===== config.mk =====
export PLATFORM = sky130hd
export DESIGN_NAME = phy_link_monitor
export DESIGN_NICKNAME = d
export VERILOG_FILES = /design/src/rtl/phy_link_pkg.sv /design/src/rtl/phy_link_timer.sv /design/src/rtl/phy_link_seq.sv /design/src/rtl/phy_link_status.sv /design/src/rtl/phy_link_monitor.sv
export SDC_FILE = /design/constraint.sdc
export NUM_CORES = 1
export LEC_CHECK = 0
export ABC_AREA = 0
export BUFFER_PORTS_ARGS = -buffer_cell sky130_fd_sc_hd__clkbuf_2
export CORE_AREA = 4 4 50 52
export DETAILED_ROUTE_END_ITERATION = 7
export DIE_AREA = 0 0 54 56
export GPL_ROUTABILITY_DRIVEN = 0
export PLACE_DENSITY = 0.8
export SLEW_MARGIN = 20
export SYNTH_ARGS = -nofsm -noshare
export SYNTH_HDL_FRONTEND = slang
export SYNTH_SLANG_ARGS = --single-unit

===== constraint.sdc =====
create_clock -name clk -period 5.5 [get_ports clk]
set_input_delay 0 -clock clk [delete_from_list [all_inputs] [get_ports clk]]
set_output_delay 0 -clock clk [all_outputs]
set_load 0.01 [all_outputs]

===== src/rtl/phy_link_pkg.sv =====
package phy_link_pkg;
  typedef enum logic [2:0] {
    ST_HOLD,    // PHY reset pin driven low
    ST_SETTLE,  // PHY released, start-up delay
    ST_ISSUE,   // waiting for an idle master to send a read
    ST_ARM,     // master raising busy
    ST_POLL     // waiting for the read to finish
  } seq_state_t;

  localparam logic [4:0] STATUS_REG_IDX = 5'd1;
  localparam int         LINK_BIT_POS   = 2;
endpackage


===== src/rtl/phy_link_timer.sv =====
module phy_link_timer #(
  parameter int W = 8
) (
  input  logic         clk,
  input  logic         load,
  input  logic [W-1:0] load_val,
  output logic         expired
);
  logic [W-1:0] cnt_q;

  always_ff @(posedge clk) begin
    if (load)            cnt_q <= load_val;
    else if (cnt_q != '0) cnt_q <= cnt_q - 1'b1;
  end

  assign expired = (cnt_q == '0);
endmodule


===== src/rtl/phy_link_seq.sv =====
module phy_link_seq
  import phy_link_pkg::*;
#(
  parameter int MS_CYCLES = 1000,
  parameter int CNT_W     = 10
) (
  input  logic             clk,
  input  logic             rst,
  input  logic             busy,
  input  logic             expired,
  output logic             tmr_load,
  output logic [CNT_W-1:0] tmr_val,
  output logic             phy_rst_n,
  output logic             start,
  output logic             capture
);
  seq_state_t state_q, state_d;

  assign tmr_val = CNT_W'(MS_CYCLES - 1);

  always_comb begin
    state_d  = state_q;
    tmr_load = 1'b0;
    start    = 1'b0;
    capture  = 1'b0;
    unique case (state_q)
      ST_HOLD: if (expired) begin
        state_d  = ST_SETTLE;
        tmr_load = 1'b1;
      end
      ST_SETTLE: if (expired) state_d = ST_ISSUE;
      ST_ISSUE: if (!busy) begin
        start   = 1'b1;
        state_d = ST_ARM;
      end
      ST_ARM: state_d = ST_POLL;
      ST_POLL: if (!busy) begin
        capture = 1'b1;
        state_d = ST_ISSUE;
      end
      default: state_d = ST_HOLD;
    endcase
    if (rst) tmr_load = 1'b1;
  end

  always_ff @(posedge clk) begin
    if (rst) begin
      state_q   <= ST_HOLD;
      phy_rst_n <= 1'b0;
    end else begin
      state_q <= state_d;
      if (state_q == ST_HOLD && expired) phy_rst_n <= 1'b1;
    end
  end
endmodule


===== src/rtl/phy_link_status.sv =====
module phy_link_status #(
  parameter int DW      = 16,
  parameter int BIT_POS = 2
) (
  input  logic          clk,
  input  logic          rst,
  input  logic          capture,
  input  logic [DW-1:0] word,
  output logic          link_up
);
  always_ff @(posedge clk) begin
    if (rst)          link_up <= 1'b0;
    else if (capture) link_up <= word[BIT_POS];
  end
endmodule


===== src/rtl/phy_link_monitor.sv =====
module phy_link_monitor
  import phy_link_pkg::*;
#(
  parameter int         CLK_HZ   = 10_000_000,
  parameter logic [4:0] PHY_ADDR = 5'd0
) (
  input  logic        clk,
  input  logic        rst,
  output logic        phy_rst_n,
  output logic        cmd_start,
  output logic        cmd_rw,
  output logic [4:0]  cmd_phy_addr,
  output logic [4:0]  cmd_reg_addr,
  input  logic        cmd_busy,
  input  logic [15:0] cmd_rdata,
  output logic        link_up
);
  localparam int MS_RAW    = CLK_HZ / 1000;
  localparam int MS_CYCLES = (MS_RAW < 1) ? 1 : MS_RAW;
  localparam int CNT_W     = $clog2(MS_CYCLES + 1);

  logic             tmr_load, tmr_expired, capture;
  logic [CNT_W-1:0] tmr_val;

  phy_link_timer #(.W(CNT_W)) u_timer (
    .clk      (clk),
    .load     (tmr_load),
    .load_val (tmr_val),
    .expired  (tmr_expired)
  );

  phy_link_seq #(.MS_CYCLES(MS_CYCLES), .CNT_W(CNT_W)) u_seq (
    .clk       (clk),
    .rst       (rst),
    .busy      (cmd_busy),
    .expired   (tmr_expired),
    .tmr_load  (tmr_load),
    .tmr_val   (tmr_val),
    .phy_rst_n (phy_rst_n),
    .start     (cmd_start),
    .capture   (capture)
  );

  phy_link_status #(.DW(16), .BIT_POS(LINK_BIT_POS)) u_status (
    .clk     (clk),
    .rst     (rst),
    .capture (capture),
    .word    (cmd_rdata),
    .link_up (link_up)
  );

  assign cmd_rw       = 1'b0;
  assign cmd_phy_addr = PHY_ADDR;
  assign cmd_reg_addr = STATUS_REG_IDX;
endmodule


**Word level (Yosys, flattened, before mapping)**

Cells that the tools add are included.

- Mux-type cells: 11
- Reduce and logical (&&, ||, !) cells: 5
- Add/subtract/negate cells: 1
- Div/mod/pow operators: 0
- Bitwise operators: 0
- Shift operators: 0
- Magnitude comparators: 0
- Equal/unequal tests: 8
- Multiply operators: 0

Operator list:

| cell | count |
|---|---|
| one-hot mux 3 bit (5 select lines) | 1 |
| zero test 14 bit | 1 |
| nonzero test 14 bit | 1 |
| subtractor 14 x 1 -> 14 bit, second input constant | 1 |
| two-way mux 3 bit | 4 |
| == test 3 x 2 -> 1 bit, second input constant | 2 |
| two-way mux 1 bit | 6 |
| != test 2 x 1 -> 1 bit, second input constant | 2 |
| != test 2 bit, second input constant | 2 |
| AND reduction 4 bit | 1 |
| == test 3 x 1 -> 1 bit, second input constant | 1 |
| == test 3 bit, second input constant | 1 |
| zero test 3 bit | 1 |
| logical AND 1 bit | 1 |

- Memories kept: 0
- Bits of input ports: 19
- Word-level logic and storage cells: 29
- Output and inout port bits: 14
- RAM bits: 0
- Bits in latches: 0
- Bits in read-only memories: 0
- Register bits after elaboration: 19

**Longest topological paths before layout**

- Word-level depth: 4
- Depth in mapped cells: 8
- Mapped depth without buffers: 6

**Hierarchy**

From an unflattened synthesis, not the netlist that was laid out.

- Cells, all modules: 139
- Area total of the unflattened synthesis: 1296.2 um2

By module, submodules not included:

| module | instances | cells an instance | area an instance (um2) | seq. area each (um2) |
|---|---|---|---|---|
| phy_link_timer | 1 | 83 | 845.8 | 420.4 |
| phy_link_seq | 1 | 40 | 326.6 | 80.1 |
| phy_link_monitor | 1 | 13 | 90.1 | 0.0 |
| phy_link_status | 1 | 3 | 33.8 | 20.0 |

**Least setup slack after synthesis**

No wires, ideal clock.

- Path kind: register to register
- From: register u_timer.cnt_q[0]
- To: register u_timer.cnt_q[10]
- Stages on the path, launching flop included: 7
- Data arrival time: 1734 ps
- Path buffers: 0
- Setup time: 66 ps
- Data required time: 5434 ps
- Period minus slack after synthesis: 1800 ps
- Slack: 3700 ps
- Cell sequence: dfxtp_1 inv_1 ha_1 or4b_4 a31o_4 or4_1 nand3_1

- Cells in the longest elaborated chain, start to end: 4
- Elaborated cells on any way between the ends: 6
- Those cells by class: 1 x add/sub; 3 x mux; 2 x reduce/logical

Ends and longest elaborated chain:

| what | RTL line | RTL |
|---|---|---|
| start: declaration | phy_link_timer.sv:9 | `logic [W-1:0] cnt_q;` |
| start signal: assignment | phy_link_timer.sv:12 | `if (load) cnt_q <= load_val;` |
| start signal: assignment | phy_link_timer.sv:13 | `else if (cnt_q != '0) cnt_q <= cnt_q - 1'b1;` |
| parallel branches: the longest is 4 deep, another holds subtractor 14 x 1 -> 14 bit | n/a |  |

Parallel ways; which one is timed is not known.
A chain may end at the register's enable or synchronous reset.

**Final worst setup path**

- From: register u_timer.cnt_q[0]
- To: register u_timer.cnt_q[1]

The elaborated chain is that of the path after synthesis.

==> impl_summary.txt <==
----------------------------------------------------
[Status]
  Result of the run ... complete, no violations

[Synth]
  Count of yosys warnings during synthesis ... 0
  Simple-gate area share of the yosys netlist ... 32.9%
  Syn Area/Cell ... 8.78 um^2
  Compound-cell area share of the yosys netlist ... 13.7%
  Count of state elements after synthesis ... 19
  Portion of the post-synthesis area used by sequential elements ... 36.1%
  Cell count after synthesis ... 120
  Share of the synthesized area in the top cell type ... 36.1%
  Biggest area consumer among synthesized cells ... dfxtp_1
  Share of flip-flops with an asynchronous set or reset ... 0%
  Post-synthesis adder-cell area fraction ... 1.19%
  Combinational family with the most area after synthesis ... simple AND/OR/NAND/NOR gates
  Top_reg_cell synth ... dfxtp_1
  Number of unique standard cell types used by synthesis ... 44
  Number of enable-type register cells in the synthesized netlist ... 0
  Largest cells by area after synthesis ... dfxtp_1, buf_4, a21oi_1
  Synth Cell Area ... 0.00105 mm^2
  Share of synthesized area spent on multiplexers ... 2.97%
  Synth Area in XOR/XNOR ... 1.66%

[Worst hold path]
  Cells on Worst Hold Path ... 4
  End point of the most critical hold path ... u_seq.state_q[0]$_SDFFE_PP0P_
  Class of the worst hold path ... in -> reg
  Worst min-delay path startpoint ... cmd_busy

[Critical path]
  Nature of the critical path startpoint ... flop
  Crit Reg-Reg Endpoint ... u_timer.cnt_q[1]$_SDFFE_PP1P_
  Crit path max fanout ... 17
  Register-to-register path setup slack ... 3.31 ns
  Arrival time at the worst endpoint ... 2.43 ns
  Crit Path Category ... reg -> reg
  Critical R2R Launch ... u_timer.cnt_q[0]$_SDFFE_PP1P_
  Worst path required time ... 5.74 ns
  Sort of element at the end of the critical path ... flop
  Number of cells on the worst reg-to-reg path ... 6

[Timing]
  Clock skew after layout ... 0.00407 ns
  Count of endpoints failing setup in the final report ... 0
  Post-route fraction of the period consumed by the critical path ... 39.8%
  Clock period minus final worst setup slack ... 2.19 ns
  Actual transition at the worst max-transition pin ... 0.707 ns
  Endpoints failing hold ... 0
  Accumulated negative setup slack ... 0 ns
  Max-slew headroom ... 52.6%
  Achievable clock frequency ... 457 MHz
  Setup repair after global routing missed its margin ... no
  Worst Hold Slack ... 0.0415 ns
  Final-report max-slew violation count ... 0

[Pwr]
  Total design power ... 0.229 mW
  Worst vdd ir ... 110 uV
  Power per unit of standard cell area ... 206 mW/mm^2
  Lkg Pwr ... 0.406 nW

[Clock tree]
  Max H-tree Level ... 1
  Number of clock buffers inserted by TritonCTS ... 3
  Clock tree from TritonCTS ... built
  Clock latency on the worst-skew pair ... 0.30 ns
  Max Root-Sink Buffers ... 2
  Post-cts repair resize count ... 0
  Count of buffers added by post-CTS timing repair for setup ... 0
  Post-CTS clock slew at the launch and capture registers of the worst setup and hold paths ... 0.11 ns
  Number of sinks on the clock net ... 19
  Clk Tree Root Cell ... clkbuf_4

[Cells and area]
  FILL cells ... 211
  Non-Filler Instances ... 156
  Area used by multi-input combinational logic ... 593 um^2
  Antenna diode count ... 0
  Layout Nets ... 149
  Area grow syn2layout ... 5.70%
  Core Util, Final ... 52.9%
  Commonest non-fill, non-tap cell in the layout ... dfxtp_1
  Fraction of layout instances using a drive strength above 1 ... 17.2%
  Commonest non-fill, non-tap cells in the layout ... dfxtp_1, conb_1, nor2_1
  Sequential Area ... 380 um^2

[Drt]
  Remaining DRCs ... 0
  Vias post-DR ... 848
  Wire per inst ... 12.6 um
  Routed wl met3 ... 47 um
  Total routed wirelength ... 1.97 mm
  Met1 wire length ... 918 um
  Average vias per placed instance ... 5.44
  Routed met2 length ... 986 um
  Top sig layer ... met4
  1st-pass router iterations ... 4
  Post-route antenna net violation count ... 0
  Detailed Route Iter0 Violations ... 7

[Global routing]
  Overflow left after global routing ... 0
  All-layer global routing usage ... 14.7%
  Number of global-route vias before repair ... 813
  Global-route wire length before repair ... 3.46 mm
  Antenna violations before repair ... 0
  Largest net degree at the start of global routing ... 18

[Floorplanning]
  Horizontal extent of the die ... 54 um
  Effective utilization at floorplan ... 50.0%
  Area of the die ... 0.00302 mm^2
  Die Height ... 56 um
  I/O pin count ... 33
  Std-Cell Rows ... 17
  Area inside the core boundary ... 0.00211 mm^2

[Placement]
  Number of buffer cells added on primary ports ... 6
  Final HPWL DP ... 1.39 mm
  Total placed cells including tap cells ... 148

[Flow run]
  MaxCap Viol Count ... 0

----------------------------------------------------
==> through the flow <==
step / worst slack [ns] / instance area [um^2]
detailed placement: 3.34 / 1050
global placement: 3.41 / 1050
global route: 3.10 / 1110
CTS: 3.32 / 1110
finish: 3.31 / 1110
floorplan: 3.70 / 1090
==> sequential cells by signal, indices dropped and copies added, names as in the netlist <==
| name | cells |
|---|---|
| u_status.link_up | 1 |
| u_seq.phy_rst_n | 1 |
| u_seq.state_q | 3 |
| u_timer.cnt_q | 14 |
==> Yosys cell counts, types with 2 or more instances <==
master     n
dfxtp_1   19
buf_4     11
nor2_1     9
a21oi_1    8
nand3_1    7
nand2_1    6
o21ai_0    5
or3_1      4
nor3_1     3
o31ai_1    3
or3b_2     3
or4_1      3
a31oi_1    2
conb_1     2
inv_1      2
mux2i_1    2
nand2b_1   2
nand3b_1   2
nor4_1     2
==> layer usage <==
metal,track usage [%],vias up
li1,-,434
met5,0,-
met1,19.0,399
met3,3.22,2
met2,24.2,13
met4,3.20,0
==> area by class of cell <==
| cell class | count | area share (%) |
|---|---|---|
| repair buffers | 10 | 6.29 |
| clock buffers | 3 | 2.02 |
| well taps | 28 | 3.15 |
| multi-input cells | 93 | 53.3 |
| inverters | 2 | 0.674 |
| flip-flops and latches | 19 | 34.2 |
| clock inverters | 1 | 0.449 |
==> worst max-delay path: stages, from the launching register on <==
cell     delay (ns)
dfxtp_1        0.32
inv_1          0.12
ha_1           0.22
nor3b_1        0.38
and4_1         0.62
mux2_2         0.40
nand2_1        0.07
==> cells by family after synthesis <==
logic type	count (synthesis)
AOI/OAI and AO/OA	22
DFF	19
and+or+nand+nor	54
adders and majority gates	1
buffers and inverters	17
xor gates and xnor gates	2
muxes	3
other	2
==> where the power goes <==
part / internal, mW / total (mW) / switching, mW
clock network: 0.0271 / 0.0729 / 0.0457
logic: 0.00572 / 0.0159 / 0.0102
registers: 0.139 / 0.141 / 0.00134
==> worst max path at each step <==
stage,from,end,slack [ns],cells past startpoint
4_1_cts,u_timer.cnt_q[0]$_SDFFE_PP1P_,u_timer.cnt_q[1]$_SDFFE_PP1P_,3.32,6
3_5_place_dp,u_timer.cnt_q[0]$_SDFFE_PP1P_,u_timer.cnt_q[1]$_SDFFE_PP1P_,3.34,6
6_report,u_timer.cnt_q[0]$_SDFFE_PP1P_,u_timer.cnt_q[1]$_SDFFE_PP1P_,3.31,6
5_1_grt,u_timer.cnt_q[0]$_SDFFE_PP1P_,u_timer.cnt_q[1]$_SDFFE_PP1P_,3.10,6
2_1_floorplan,u_timer.cnt_q[0]$_SDFFE_PP1P_,u_timer.cnt_q[10]$_SDFFE_PP1P_,3.70,6
3_3_place_gp,u_timer.cnt_q[0]$_SDFFE_PP1P_,u_timer.cnt_q[1]$_SDFFE_PP1P_,3.41,6
==> what timing repair did <==
item,4_1_cts,5_1_grt
setup endpoints to repair,0,0
endpoints found under the hold margin,6,0
hold buffers,4,0
(Power assumes the default switching activity.)
